==> config.mk <==
export PLATFORM = sky130hd
export DESIGN_NAME = sleep_reset_ctrl
export DESIGN_NICKNAME = d
export VERILOG_FILES = /design/src/rtl/srm_pkg.sv /design/src/rtl/srm_fault_merge.sv /design/src/rtl/srm_clr_filter.sv /design/src/rtl/srm_sleep_fsm.sv /design/src/rtl/srm_step_gate.sv /design/src/rtl/sleep_reset_ctrl.sv
export SDC_FILE = /design/constraint.sdc
export NUM_CORES = 1
export LEC_CHECK = 0
export ABC_AREA = 1
export BUFFER_PORTS_ARGS = -buffer_cell sky130_fd_sc_hd__buf_4
export CORE_UTILIZATION = 25
export CTS_CLUSTER_SIZE = 20
export DETAILED_ROUTE_END_ITERATION = 7
export SKIP_LAST_GASP = 1
export SLEW_MARGIN = 20
export SYNTH_ARGS = -nofsm -noshare
export SYNTH_HDL_FRONTEND = slang
export SYNTH_SLANG_ARGS = --single-unit
==> constraint.sdc <==
create_clock -name clk -period 1.2 [get_ports clk]
set_clock_uncertainty 0.05 [all_clocks]
set_input_delay 0.12 -clock clk [delete_from_list [all_inputs] [get_ports clk]]
set_output_delay 0.12 -clock clk [all_outputs]
set_load 0.01 [all_outputs]
==> src/rtl/srm_pkg.sv <==
// Package: shared types for the sleep / hard-reset controller.
package srm_pkg;
    // Operating mode of the controller.
    typedef enum logic [1:0] {
        MODE_RUN   = 2'd0,
        MODE_SLEEP = 2'd1,
        MODE_WAKE  = 2'd2
    } mode_e;
endpackage

==> src/rtl/srm_fault_merge.sv <==
// Folds the driver fault flags into one active-low error output.
// Assumes the flags are already synchronous to the core clock.
module srm_fault_merge #(
    parameter int NOVC  = 8,
    parameter int NOPEN = 2
) (
    input  logic             therm_warn,
    input  logic             therm_shut,
    input  logic [NOVC-1:0]  ovc_flags,
    input  logic [NOPEN-1:0] open_flags,
    input  logic             pump_fail,
    output logic             err_n
);
    logic any_fault;

    // Any single flag pulls the error output low.
    always_comb begin
        any_fault = therm_warn | therm_shut | pump_fail | (|ovc_flags) | (|open_flags);
        err_n     = ~any_fault;
    end
endmodule

==> src/rtl/srm_clr_filter.sv <==
// Synchronises the asynchronous clear input with two flops and accepts it only
// after CLR_CYC consecutive high samples. It gives one pulse per high period.
// While block_i is high the count is held at zero, so a clear is ignored.
module srm_clr_filter #(
    parameter int CLR_CYC = 6
) (
    input  logic clk,
    input  logic rst_n,
    input  logic clr_in,
    input  logic block_i,
    output logic reg_clear_o
);
    localparam int CW = $clog2(CLR_CYC + 1);
    localparam logic [CW-1:0] CNT_MAX  = CW'(CLR_CYC);
    localparam logic [CW-1:0] CNT_LAST = CW'(CLR_CYC - 1);

    logic          sync1, sync2;
    logic [CW-1:0] cnt;

    // Two-flop synchroniser on the clear input.
    always_ff @(posedge clk) begin
        if (!rst_n) begin
            sync1 <= 1'b0;
            sync2 <= 1'b0;
        end else begin
            sync1 <= clr_in;
            sync2 <= sync1;
        end
    end

    // Count high samples, saturating at the limit, and restart while blocked.
    always_ff @(posedge clk) begin
        if (!rst_n || !sync2 || block_i) begin
            cnt <= '0;
        end else if (cnt != CNT_MAX) begin
            cnt <= cnt + 1'b1;
        end
    end

    // Emit the one-cycle pulse as the count reaches the limit.
    always_ff @(posedge clk) begin
        if (!rst_n) begin
            reg_clear_o <= 1'b0;
        end else begin
            reg_clear_o <= sync2 && !block_i && (cnt == CNT_LAST);
        end
    end

    AST_CLR_SINGLE_PULSE: assert property (@(posedge clk) disable iff (!rst_n)
        reg_clear_o |=> !reg_clear_o);
    AST_CLR_NOT_WHEN_BLOCKED: assert property (@(posedge clk) disable iff (!rst_n)
        reg_clear_o |-> !$past(block_i));
endmodule

==> src/rtl/srm_sleep_fsm.sv <==
// Sleep mode sequencer. RUN enters SLEEP when the sleep bit is seen. SLEEP
// goes through a one-cycle WAKE, in which the clocks and the analog circuits
// are back on but the output stage is still floated, before RUN.
module srm_sleep_fsm
    import srm_pkg::*;
(
    input  logic clk,
    input  logic rst_n,
    input  logic sleep_req,
    input  logic ser_active,
    output logic drv_hiz,
    output logic ana_off,
    output logic core_clk_en,
    output logic running
);
    mode_e mode_q, mode_d;

    // Next-mode decision.
    always_comb begin
        mode_d = mode_q;
        unique case (mode_q)
            MODE_RUN:   if (sleep_req)  mode_d = MODE_SLEEP;
            MODE_SLEEP: if (!sleep_req) mode_d = MODE_WAKE;
            MODE_WAKE:  mode_d = sleep_req ? MODE_SLEEP : MODE_RUN;
            default:    mode_d = MODE_RUN;
        endcase
    end

    // Mode register.
    always_ff @(posedge clk) begin
        if (!rst_n) mode_q <= MODE_RUN;
        else        mode_q <= mode_d;
    end

    // Output decode; the clock enable is reopened by a serial access.
    always_comb begin
        running     = (mode_q == MODE_RUN);
        drv_hiz     = !running;
        ana_off     = (mode_q == MODE_SLEEP);
        core_clk_en = !ana_off || ser_active;
    end

    AST_ANA_OFF_FLOATS: assert property (@(posedge clk) disable iff (!rst_n)
        ana_off |-> drv_hiz);
    AST_WAKE_ORDER: assert property (@(posedge clk) disable iff (!rst_n)
        $fell(ana_off) |-> drv_hiz);
    AST_CLK_OFF_ONLY_ASLEEP: assert property (@(posedge clk) disable iff (!rst_n)
        !core_clk_en |-> (ana_off && !ser_active));
endmodule

==> src/rtl/srm_step_gate.sv <==
// Blocks the step input and freezes the direction while the core is not running.
module srm_step_gate (
    input  logic clk,
    input  logic rst_n,
    input  logic running,
    input  logic step_in,
    input  logic dir_in,
    output logic step_out,
    output logic dir_out
);
    logic dir_hold;

    // Remember the last direction seen while running.
    always_ff @(posedge clk) begin
        if (!rst_n)       dir_hold <= 1'b0;
        else if (running) dir_hold <= dir_in;
    end

    // Pass-through while running, otherwise blocked or frozen.
    always_comb begin
        step_out = running && step_in;
        dir_out  = running ? dir_in : dir_hold;
    end

    AST_DIR_FROZEN: assert property (@(posedge clk) disable iff (!rst_n)
        (!running && $past(!running)) |-> $stable(dir_out));
endmodule

==> src/rtl/sleep_reset_ctrl.sv <==
// Top: sleep / hard-reset mode controller for a driver's digital core.
// Assumes all inputs except clr_in are synchronous to clk.
module sleep_reset_ctrl #(
    parameter int NOVC    = 8,
    parameter int NOPEN   = 2,
    parameter int CLR_CYC = 6
) (
    input  logic             clk,
    input  logic             rst_n,
    input  logic             sleep_req,
    input  logic             clr_in,
    input  logic             step_in,
    input  logic             dir_in,
    input  logic             ser_active,
    input  logic             therm_warn,
    input  logic             therm_shut,
    input  logic [NOVC-1:0]  ovc_flags,
    input  logic [NOPEN-1:0] open_flags,
    input  logic             pump_fail,
    output logic             drv_hiz,
    output logic             ana_off,
    output logic             core_clk_en,
    output logic             reg_clear,
    output logic             step_out,
    output logic             dir_out,
    output logic             err_n
);
    logic running;

    srm_sleep_fsm u_fsm (
        .clk         (clk),
        .rst_n       (rst_n),
        .sleep_req   (sleep_req),
        .ser_active  (ser_active),
        .drv_hiz     (drv_hiz),
        .ana_off     (ana_off),
        .core_clk_en (core_clk_en),
        .running     (running)
    );

    srm_clr_filter #(.CLR_CYC(CLR_CYC)) u_clr (
        .clk         (clk),
        .rst_n       (rst_n),
        .clr_in      (clr_in),
        .block_i     (!running),
        .reg_clear_o (reg_clear)
    );

    srm_step_gate u_gate (
        .clk      (clk),
        .rst_n    (rst_n),
        .running  (running),
        .step_in  (step_in),
        .dir_in   (dir_in),
        .step_out (step_out),
        .dir_out  (dir_out)
    );

    srm_fault_merge #(.NOVC(NOVC), .NOPEN(NOPEN)) u_fault (
        .therm_warn (therm_warn),
        .therm_shut (therm_shut),
        .ovc_flags  (ovc_flags),
        .open_flags (open_flags),
        .pump_fail  (pump_fail),
        .err_n      (err_n)
    );

    AST_STEP_BLOCKED: assert property (@(posedge clk) disable iff (!rst_n)
        drv_hiz |-> !step_out);
endmodule

==> key figures, run 1 <==
Power
  – PwrDens: 862 mW/mm²
  – Leak: ~0.44 nW
  – Total Power: 0.000662 W
  – Maximum VDD drop: approximately 0.53 mV

Synthesis
  – Mean post-synth cell area: approximately 6.5 µm²
  – Yosys Warn Count: 0
  – Count of cell types in the netlist: 14
  – Post-synth net total: between 90 and 100
  – Cell count after synthesis: 73
  – Synth Register Bits: 9
  – Post-synthesis sequential area ratio: between 30% and 40%
  – Post-synthesis cell area: around 480 µm²

Critical path
  – Worst path max stage delay: around 0.33 ns
  – FF-to-FF path depth: 5
  – Reg2Reg Setup Slack: roughly 0.15 ns
  – RR Endpoint: u_clr.cnt[0]
  – Worst-path fanout max: 3
  – Worst path bufs/invs: 2
  – CP Class: reg2out
  – RR Startpoint: u_clr.cnt[0]
  – CP arrival: 1.05 ns
  – Critical Path RT: 1.03 ns
  – Critical-path cell with the highest stage delay: dfxtp_2
  – Worst path top cell family by delay: flip-flops
  – Critical path launch point type: register
  – CP endpoint kind: output pin
  – CP Cell Sequence: inv_2 -> nand2_2 -> or2_1 -> buf_6

Route
  – DRC Markers: 0
  – Total number of vias: 510
  – Antenna-violating nets left: 0
  – TritonRoute pass-1 iters: 4
  – Routed WL: between 1 and 1.5 mm
  – DR vias/cell: about 3.9
  – DR iter-0 viols: 1
  – WL/cell: roughly 7.6 µm

Clock tree
  – H-tree levels: 1
  – CTS tree: yes
  – Root buffer cell: clkbuf_4
  – Register clock-pin slew on the reported worst setup and hold paths: 0.06 ns
  – Clock insertion delay at the later pin of the skew report: approximately 0.25 ns
  – Clock buffer depth: 2
  – Clk sinks: 9
  – Total CTS buffers: 3

Min path
  – Worst hold path type: in2reg
  – Worst Hold End: u_clr.sync1
  – Hold Startpoint: rst_n
  – Hold path depth: 3

Finish
  – # nets final: between 100 and 150
  – Fill cells: just under 200
  – Layout cells sized above 1: approximately two fifths
  – Antenna Diode Count: 0
  – Layout Cells excl Fill: ~130
  – Synth-to-layout area growth: 60.7%
  – Finished Cell Area: ~770 µm²

Floorplan
  – Die H: approximately 46 µm
  – Initial Util: about 27%
  – Die Wd: ~46 µm
  – Site row count: 15
  – Die area: ~0.0021 mm²
  – Core outline area: ~0.0018 mm²
  – Num ports: 27

Timing
  – Final worst setup slack: -0.0163 ns
  – Final setup vio count: 1
  – Final period util: 101%
  – RSZ-0062 raised after global routing: yes
  – Hold WS: roughly 0.036 ns
  – Max-slew violations: 0
  – Fin crit period: 1.22 ns
  – Setup TNS: -0.0163 ns
  – Max Fclk: 822 MHz
  – Final hold viol count: 0
  – Slew @ Worst Pin: approximately 0.15 ns
  – Normalized max-slew margin: between 80% and 90%

Place
  – Cell count after placement: between 100 and 150
  – Cell Area, Placed: approximately 700 µm²
  – Dpl hpwl: around 780 µm
  – Placer Congestion: roughly 0.72
  – Port bufs: 26

Flow run
  – Max Cap Viol: 0

Outcome
  – Status: complete, but fails checks
  – Failing checks: negative setup slack

Global routing
  – First-pass GRT wire length: 1.53 mm
  – Initial antenna violation count: 0
  – Largest net degree at the start of global routing: 7
  – Gr usage total: between 10% and 20%
  – Vias in the first global route: 428
  – Global route total overflow: 0
cell usage in the layout (no fill, tap or decap), types with 2 or more instances in the layout:
master | Yosys | routed
buf_4 | 0 | 26
nand2_1 | 19 | 18
inv_1 | 18 | 17
nor2_1 | 9 | 9
dfxtp_1 | 9 | 6
nand3_1 | 4 | 4
inv_2 | 2 | 3
nand2_2 | 2 | 3
ha_1 | 3 | 3
clkbuf_4 | 0 | 3
dfxtp_2 | 0 | 3
a21oi_1 | 2 | 2
dlygate4sd3_1 | 0 | 2
tightest hold or removal path: stages:
cell,delay (ns)
buf_4,0.11
nand2_1,0.05
inv_1,0.04
final cells by class:
type,instances,area [µm²],share of cell area (%)
inverter,20,75.1,9.77
tap,25,31.3,4.07
sequential,9,184,23.9
clock buffer,4,26.3,3.42
multi-input combinational,44,225,29.3
timing repair buffer,29,226,29.5
synth_stat cells:
master   number  area share [%]
a21oi_1       2             2.1
a21oi_2       1             1.8
dfxtp_1       9              38
ha_1          3             7.9
inv_1        18              14
inv_2         2             1.6
nand2_1      19              15
nand2_2       2             2.6
nand2_4       1             2.4
nand3_1       4             4.2
nor2_1        9             7.1
nor2_2        1             1.3
nor3_1        1             1.0
or2_1         1             1.3
per-stage QoR:
stage | setup WS (ns) | util [%]
after floorplan | 0.196 | -
after global placement | 0.177 | 39.9
after detailed placement | 0.143 | 39.9
after CTS | -0.0257 | 43.5
after global routing | -0.0687 | 43.5
final | -0.0163 | 43.5
power breakdown:
part	total, W	internal, W	switching (W)
clock	0.000226	0.000128	0.0000981
sequential	0.000314	0.000309	0.00000573
combinational	0.000122	0.0000755	0.0000468
total	0.000662	0.000512	0.000151
metal layers:
metal | up-vias | global-route usage [%] | wire, µm
li1 | 274 | - | -
met1 | 213 | 9.86 | 391
met2 | 21 | 19.4 | 496
met3 | 2 | 1.98 | 102
met4 | 0 | 8.82 | 11
met5 | - | 0 | 0
how the worst max path moves through the flow:
| stage | from | to | slack, ns | cells after the start |
|---|---|---|---|---|
| finish | u_fsm.mode_q[1] | core_clk_en | -0.02 | 4 |
| global route | u_fsm.mode_q[1] | core_clk_en | -0.07 | 4 |
| CTS | u_fsm.mode_q[1] | core_clk_en | -0.03 | 4 |
| detailed placement | u_clr.cnt[0] | u_clr.cnt[0] | 0.14 | 5 |
| global placement | u_clr.cnt[0] | u_clr.cnt[2] | 0.18 | 6 |
| floorplan | u_clr.cnt[0] | u_clr.cnt[2] | 0.20 | 6 |
flip-flops by register name (all words and copies together) (netlist names):
name	cells
u_clr.cnt	3
u_fsm.mode_q	2
u_clr.reg_clear_o	1
u_clr.sync1	1
u_clr.sync2	1
u_gate.dir_hold	1
kinds of logic (layout without fill, tap and decap cells):
logic type | Yosys count | after routing | synth area share, %
buffers and inverters | 20 | 53 | 15.7
flip-flops | 9 | 9 | 37.7
adder cells (fa/ha/maj) | 3 | 3 | 7.85
AND/OR/NAND/NOR | 38 | 38 | 34.8
AO/OA/AOI/OAI | 3 | 3 | 3.93
repair_timing:
action | CTS | global route
resized for setup | 5 | 1
endpoints found under the hold margin | 2 | 0
hold buffers | 2 | 0
buffers inserted | 1 | 0
setup endpoints to repair | 2 | 4
Power figures use the tool's default switching activity.
==> run 2: changes to the inputs <==
- ABC_AREA: 1 -> 0
==> run 2 against run 1 <==
The run still ends with negative setup slack left. Routed wire length decreased by 12%. Die area shrank 11%. Power is 2.4% lower. Synthesized area down 11%.
==> key figures, run 2 <==
Power
  – Sequential power share: 48.4% (was 47.5%)
  – Clock network fraction of design power: 34.7% (was 34.1%)
  – Power Internal: 0.000510 W (was 0.000512 W)
  – Switching pwr: 0.000136 W (was 0.000151 W)
  – Switch share: 21.0% (was 22.7%)
  – PwrDens: 926 mW/mm² (was 862 mW/mm²)
  – Maximum VDD drop: 0.326 mV (was 0.529 mV)
  – Comb pwr share: 16.9% (was 18.5%)
  – Total Power: 0.000646 W (was 0.000662 W)
  – Leak: 0.341 nW (was 0.436 nW)

Timing
  – RSZ-0062 raised after global routing: yes (unchanged)
  – Max Fclk: 764 MHz (was 822 MHz)
  – Final hold viol count: 0 (unchanged)
  – Final worst setup slack: -0.110 ns (was -0.0163 ns)
  – Hold WS: 0.0228 ns (was 0.0364 ns)
  – Final setup vio count: 5 (was 1)
  – Max-slew violations: 0 (unchanged)
  – Normalized max-slew margin: 85.9% (was 89.7%)
  – Final period util: 109% (was 101%)
  – Slew @ Worst Pin: 0.210 ns (was 0.154 ns)
  – Fin crit period: 1.31 ns (was 1.22 ns)
  – Setup TNS: -0.292 ns (was -0.0163 ns)

Finish
  – Layout Cells excl Fill: 93 (was 131)
  – Commonest cells after routing, fill and taps aside: 28 x buf_4, 7 x dfxtp_1 (was 26 x buf_4, 18 x nand2_1, 17 x inv_1, 9 x nor2_1, 6 x dfxtp_1)
  – # nets final: 101 (was 130)
  – Antenna Diode Count: 0 (unchanged)
  – Commonest non-fill, non-tap cell in the layout: buf_4 (unchanged)
  – Largest Register: u_clr.cnt (unchanged)
  – Biggest regs: u_clr.cnt x3, u_fsm.mode_q x2 (unchanged)
  – Post-layout util: 45.3% (was 43.5%)
  – Synth-to-layout area growth: 64.1% (was 60.7%)
  – Area occupied by multi-input gates: 236 µm² (was 225 µm²)
  – Largest register FFs: 3 (unchanged)
  – Layout cells sized above 1: 49.4% (was 39.6%)
  – Register area: 183 µm² (was 184 µm²)
  – Fill cells: 157 (was 193)

Floorplan
  – Num ports: 27 (unchanged)
  – Site row count: 14 (was 15)
  – Die H: 43.3 µm (was 45.7 µm)
  – Die Wd: 43.3 µm (was 45.7 µm)
  – Initial Util: 27.6% (was 27.1%)
  – Core outline area: 0.00154 mm² (was 0.00176 mm²)
  – Die area: 0.00187 mm² (was 0.00209 mm²)

Min path
  – Hold path depth: 2 (was 3)
  – Worst hold path type: in2reg (unchanged)

Global routing
  – Global route total overflow: 0 (unchanged)
  – First-pass GRT wire length: 1.50 mm (was 1.53 mm)
  – Largest net degree at the start of global routing: 8 (was 7)
  – Gr usage total: 10.3% (was 10.5%)
  – Vias in the first global route: 367 (was 428)
  – Initial antenna violation count: 0 (unchanged)

Route
  – DR iter-0 viols: 3 (was 1)
  – Antenna-violating nets left: 0 (unchanged)
  – DRC Markers: 0 (unchanged)
  – Routed WL: 885 µm (was 1.00 mm)
  – Total number of vias: 397 (was 510)
  – TritonRoute pass-1 iters: 4 (unchanged)
  – DR vias/cell: 4.27 (was 3.89)
  – WL/cell: 9.52 µm (was 7.64 µm)

Synthesis
  – Synth cell count leaders: 9 x dfxtp_1, 4 x nor2_1, 3 x ha_1, 3 x inv_1, 3 x nand2_1 (was 19 x nand2_1, 18 x inv_1, 9 x dfxtp_1, 9 x nor2_1, 4 x nand3_1)
  – Post-synth top area cell: dfxtp_1 (unchanged)
  – Yosys Warn Count: 0 (unchanged)
  – FFs w/ async S/R, synth: 0% (unchanged)
  – Synth area leaders: dfxtp_1 42%, ha_1 8.8%, nand4bb_4 6.5% (was dfxtp_1 38%, nand2_1 15%, inv_1 14%)
  – Number of flops mapped to enable cells by yosys: 0 (unchanged)
  – Post-synth net total: 67 (was 96)
  – Synth Area in Simple Gates: 35.3% (was 34.8%)
  – Largest family of logic cells by synthesized area: simple AND/OR/NAND/NOR gates (unchanged)
  – Synth Area in Adders: 8.82% (was 7.85%)
  – Cell count after synthesis: 44 (was 73)
  – Post-synthesis sequential area ratio: 42.4% (was 37.7%)
  – Yosys top cell area share: 42.4% (was 37.7%)
  – Post-synthesis cell area: 425 µm² (was 478 µm²)
  – Top-count cell post-synth: dfxtp_1 (was nand2_1)
  – Mean post-synth cell area: 9.67 µm² (was 6.55 µm²)
  – Post-Synth XOR/XNOR Area: 0% (unchanged)
  – Mux share of post-synthesis cell area: 0% (unchanged)
  – Synth Register Bits: 9 (unchanged)
  – Most used DFF post-synth: dfxtp_1 (unchanged)
  – Complex-gate fraction of the synthesized area: 10.9% (was 3.93%)
  – Count of cell types in the netlist: 22 (was 14)

Clock tree
  – Clock buffer depth: 2 (unchanged)
  – Clock insertion delay at the later pin of the skew report: 0.25 ns (about the same)
  – H-tree levels: 1 (unchanged)
  – Root buffer cell: clkbuf_4 (unchanged)
  – Total CTS buffers: 3 (unchanged)
  – Register clock-pin slew on the reported worst setup and hold paths: 0.06 ns (about the same)
  – CTS tree: yes (unchanged)
  – Clk sinks: 9 (unchanged)

Critical path
  – Worst path top cell family by delay: simple AND/OR/NAND/NOR gates (was flip-flops)
  – Worst path bufs/invs: 1 (was 2)
  – CP Depth: 3 (was 4)
  – Worst path max stage delay: 0.38 ns (was 0.33 ns)
  – Worst-path fanout max: 4 (was 3)
  – CP endpoint kind: output pin (unchanged)
  – FF-to-FF path depth: 3 (was 5)
  – CP Cell Sequence: or3b_1 -> nand2_1 -> buf_4 (was inv_2 -> nand2_2 -> or2_1 -> buf_6)
  – Critical Path RT: 1.03 ns (about the same)
  – CP arrival: 1.14 ns (was 1.05 ns)
  – Critical-path cell with the highest stage delay: or3b_1 (was dfxtp_2)
  – CP Class: reg2out (unchanged)
  – Critical path launch point type: register (unchanged)

Outcome
  – Status: complete, but fails checks (unchanged)
  – Failing checks: negative setup slack (unchanged)

Place
  – Placer Congestion: 0.645 (was 0.716)
  – Cell count after placement: 87 (was 124)
  – Port bufs: 26 (unchanged)
  – Dpl hpwl: 737 µm (was 779 µm)

Flow run
  – Max Cap Viol: 0 (unchanged)
[run 2: metal layers]
layer  global-route usage [%]  part of all wire [%]
met5                        0                     0
met4                     1.82                     0
met3                     2.55                   3.1
met2                     15.8                    48
met1                     14.5                    49
[run 2: logic make-up after synthesis]
family / count (synthesis)
and+or+nand+nor: 22
DFF: 9
buffers and inverters: 3
adders and majority gates: 3
AOI/OAI and AO/OA: 7
[run 2: final timing paths]
| kind | from | slack [ns] | end |
|---|---|---|---|
| max | u_fsm.mode_q[0] | -0.11 | dir_out |
| min | clr_in | 0.02 | u_clr.sync1 |
| max reg2reg | u_fsm.mode_q[0] | 0.10 | u_clr.cnt[1] |
| min reg2reg | u_clr.sync1 | 0.38 | u_clr.sync2 |
[run 2: final cells by class]
cell class / count / area share (%)
repair buffers: 29 / 31.7
inverters: 3 / 1.61
well taps: 16 / 2.87
clock buffers: 4 / 3.76
multi-input cells: 32 / 33.9
flip-flops and latches: 9 / 26.2
[run 2: repair_timing]
item | in CTS | in global routing
pin swaps | 2 | 0
hold buffers | 0 | 0
endpoints found under the setup margin | 5 | 5
resized for setup | 3 | 1
setup buffers | 2 | 0
[run 2: through the flow]
step,cell area (µm²),setup slack (ns)
2_1_floorplan,425,0.0892
3_3_place_gp,648,0.143
3_5_place_dp,648,0.120
4_1_cts,696,-0.118
5_1_grt,698,-0.153
6_report,698,-0.110
[run 2: power groups by stage]
stage                     Combinational (W)  Clock (W)  Sequential (W)
after floorplan                   0.0000326          0        0.000319
after global placement             0.000103          0        0.000320
after detailed placement           0.000103          0        0.000320
after CTS                          0.000109   0.000237        0.000313
after global routing               0.000120   0.000257        0.000314
final                              0.000109   0.000224        0.000313
[run 2: worst reg2reg max path, delay by kind of cell (launching register included)]
kind | cells | cell delay, ns
AOI/OAI and AO/OA | 1 | 0.26
buffers and inverters | 1 | 0.13
DFF | 1 | 0.33
and+or+nand+nor | 1 | 0.25
==> run 3: changes to the inputs <==
- SYNTH_HIERARCHICAL: not set -> 1
- clock period: 1.2 -> 1.3 ns (I/O delays scaled with it)
==> run 3 against run 2 <==
The run ends with design-rule violations, negative setup slack left. Design area increased by 1.8%. First-iteration DRC count increased to 3.0 times the previous value. Register-to-register slack lost 0.05 ns. Final cell count shrank 2.2%. Via count grew 0.50%. Worst hold slack better by 0.022 ns. Global-route usage grew 0.27 points.
==> key figures, run 3 <==
Synthesis
  – Post-synth net total: 66 (was 67)
  – Yosys Warn Count: 6 (was 0)
  – Synth Register Bits: 9 (unchanged)
  – Most used DFF post-synth: dfxtp_1 (unchanged)
  – Synth cell count leaders: 9 x dfxtp_1, 3 x and2_2, 3 x ha_1, 3 x inv_1, 3 x nor2_1 (was 9 x dfxtp_1, 4 x nor2_1, 3 x ha_1, 3 x inv_1, 3 x nand2_1)
  – Top-count cell post-synth: dfxtp_1 (unchanged)
  – Mean post-synth cell area: 10.0 µm² (was 9.67 µm²)
  – Post-synthesis cell area: 432 µm² (was 425 µm²)
  – Count of cell types in the netlist: 22 (unchanged)
  – FFs w/ async S/R, synth: 0% (unchanged)
  – Number of flops mapped to enable cells by yosys: 0 (unchanged)
  – Post-synthesis sequential area ratio: 41.7% (was 42.4%)
  – Synth area leaders: dfxtp_1 42%, ha_1 8.7%, and2_2 5.2% (was dfxtp_1 42%, ha_1 8.8%, nand4bb_4 6.5%)
  – Yosys top cell area share: 41.7% (was 42.4%)
  – Post-synth top area cell: dfxtp_1 (unchanged)
  – Cell count after synthesis: 43 (was 44)

Floorplan
  – Initial Util: 27.7% (was 27.6%)
  – Site row count: 14 (unchanged)
  – Core outline area: 0.00156 mm² (was 0.00154 mm²)
  – Die H: 43.6 µm (was 43.3 µm)
  – Num ports: 27 (unchanged)
  – Die Wd: 43.6 µm (was 43.3 µm)
  – Die area: 0.00190 mm² (was 0.00187 mm²)

Clock tree
  – Clock insertion delay at the later pin of the skew report: 0.25 ns (about the same)
  – H-tree levels: 1 (unchanged)
  – CTS tree: yes (unchanged)
  – Clock buffer depth: 2 (unchanged)
  – # hold bufs at CTS: 0 (unchanged)
  – Clk sinks: 9 (unchanged)
  – Register clock-pin slew on the reported worst setup and hold paths: 0.06 ns (about the same)
  – Total CTS buffers: 3 (unchanged)
  – Root buffer cell: clkbuf_4 (unchanged)

Route
  – DR WL met3: 51 µm (was 27 µm)
  – DR top layer: met4 (was met3)
  – Met2 wire length: 388 µm (was 426 µm)
  – Total number of vias: 399 (was 397)
  – Routed WL: 891 µm (was 885 µm)
  – WL/cell: 9.79 µm (was 9.52 µm)
  – Antenna-violating nets left: 0 (unchanged)
  – M1 WL: 436 µm (was 431 µm)
  – DRC Markers: 2 (was 0)
  – DR vias/cell: 4.38 (was 4.27)
  – DR iter-0 viols: 9 (was 3)
  – TritonRoute pass-1 iters: 5 (was 4)

Timing
  – Hold WS: 0.0447 ns (was 0.0228 ns)
  – RSZ-0062 raised after global routing: yes (unchanged)
  – Final hold viol count: 0 (unchanged)
  – Slew @ Worst Pin: 0.236 ns (was 0.210 ns)
  – Final setup vio count: 2 (was 5)
  – Fin crit period: around 1.5 ns
  – Max Fclk: 674 MHz
  – Max-slew violations: 0 (unchanged)
  – Final worst setup slack: -0.183 ns (was -0.110 ns)
  – Normalized max-slew margin: 84.1% (was 85.9%)
  – Final period util: 114%

Power
  – Maximum VDD drop: 0.429 mV (was 0.326 mV)
  – Switch share: 21.4% (was 21.0%)
  – PwrDens: 859 mW/mm² (was 926 mW/mm²)
  – Leak: 0.363 nW (was 0.341 nW)
  – Comb pwr share: 18.2% (was 16.9%)
  – Sequential power share: 47.3% (was 48.4%)
  – Clock network fraction of design power: 34.5% (was 34.7%)
  – Switching pwr: 0.000131 W (was 0.000136 W)
  – Power Internal: 0.000480 W (was 0.000510 W)

Finish
  – # nets final: 99 (was 101)
  – Layout cells sized above 1: 57.3% (was 49.4%)
  – Largest Register: u_clr/cnt (was u_clr.cnt)
  – Antenna Diode Count: 0 (unchanged)
  – Post-layout util: 45.6% (was 45.3%)
  – Fill cells: 168 (was 157)
  – Commonest cells after routing, fill and taps aside: 26 x buf_4, 7 x dfxtp_1 (was 28 x buf_4, 7 x dfxtp_1)
  – Commonest non-fill, non-tap cell in the layout: buf_4 (unchanged)
  – Largest register FFs: 3 (unchanged)
  – Synth-to-layout area growth: 64.6% (was 64.1%)
  – Biggest regs: u_clr/cnt x3, u_fsm/mode_q x2 (was u_clr.cnt x3, u_fsm.mode_q x2)

Global routing
  – Gr usage total: 10.5% (was 10.3%)
  – Vias in the first global route: 354 (was 367)
  – Initial antenna violation count: 0 (unchanged)
  – First-pass GRT wire length: 1.45 mm (was 1.50 mm)
  – Largest net degree at the start of global routing: 8 (unchanged)
  – Global route total overflow: 0 (unchanged)

Place
  – Port bufs: 26 (unchanged)
  – Placer Congestion: 0.635 (was 0.645)
  – Place WS: 0.0425 ns (was 0.120 ns)

Critical path
  – Critical path launch point type: register (unchanged)
  – Critical Path RT: 1.12 ns (was 1.03 ns)
  – Worst-path fanout max: 2 (was 4)
  – CP arrival: 1.30 ns (was 1.14 ns)
  – Worst path top cell family by delay: flip-flops (was simple AND/OR/NAND/NOR gates)
  – Worst path bufs/invs: 2 (was 1)
  – Worst path max stage delay: 0.32 ns (was 0.38 ns)
  – Critical-path cell with the highest stage delay: dfxtp_2 (was or3b_1)
  – CP endpoint kind: output pin (unchanged)
  – CP Class: reg2out (unchanged)
  – CP Cell Sequence: or2_1 -> inv_2 -> mux2_4 -> buf_6 (was or3b_1 -> nand2_1 -> buf_4)

Outcome
  – Status: complete, but fails checks (unchanged)
  – Failing checks: design-rule violations, negative setup slack (was negative setup slack)

Flow run
  – Max Cap Viol: 0 (unchanged)

Min path
  – Worst hold path type: in2reg (unchanged)
-- run 3: cell type report --
class                           instances  area (µm²)  area share [%]
Clock buffer                            4        26.3            3.70
Sequential cell                         9         183            25.7
Multi-Input combinational cell         30         249            35.0
Inverter                                4        15.0            2.11
Timing Repair Buffer                   28         218            30.6
Tap cell                               16        20.0            2.82
-- run 3: cells by family after synthesis --
family / Yosys count / share of synthesized area [%]
compound gates: 5 / 7.83
mux: 1 / 3.48
buf+inv: 4 / 3.48
flops: 9 / 41.7
fa+ha+maj: 3 / 8.70
simple gates: 21 / 34.8
-- run 3: through the flow --
| step | TNS [ns] | cells | instance area [µm²] | power [W] |
|---|---|---|---|---|
| after floorplan | 0 | 43 | 432 | 0.000332 |
| after detailed placement | 0 | 86 | 654 | 0.000398 |
| after CTS | -0.329 | 91 | 698 | 0.000624 |
| final | -0.264 | 91 | 711 | 0.000611 |
| after global placement | 0 | 86 | 654 | 0.000397 |
| after global routing | -0.383 | 91 | 711 | 0.000647 |
-- run 3: layer usage --
metal / vias to the layer above / GRT usage (%)
li1: 211 / -
met1: 171 / 13.1
met2: 15 / 14.9
met3: 2 / 5.00
met4: 0 / 5.63
met5: - / 0
-- run 3: path summary, 6_finish.rpt --
check             slack (ns)            start               to  cells after the start
setup / recovery       -0.18  u_fsm/mode_q[1]          dir_out                      4
setup reg to reg        0.05  u_fsm/mode_q[1]     u_clr/cnt[1]                      6
hold reg to reg         0.39  u_fsm/mode_q[0]  u_fsm/mode_q[0]                      1
hold / removal          0.04           clr_in      u_clr/sync1                      2
-- run 3: repair_timing --
action / 4_1_cts / 5_1_grt
buffers inserted: 1 / 0
resized for setup: 4 / 3
endpoints found under the setup margin: 2 / 4
pin swaps: 1 / 2
-- run 3: power by group through the flow --
stage | combinational (W) | sequential, W | clock [W]
2_1_floorplan | 0.0000379 | 0.000294 | 0
5_1_grt | 0.000120 | 0.000289 | 0.000237
4_1_cts | 0.000112 | 0.000289 | 0.000223
3_5_place_dp | 0.000104 | 0.000295 | 0
3_3_place_gp | 0.000102 | 0.000295 | 0
6_report | 0.000111 | 0.000289 | 0.000211
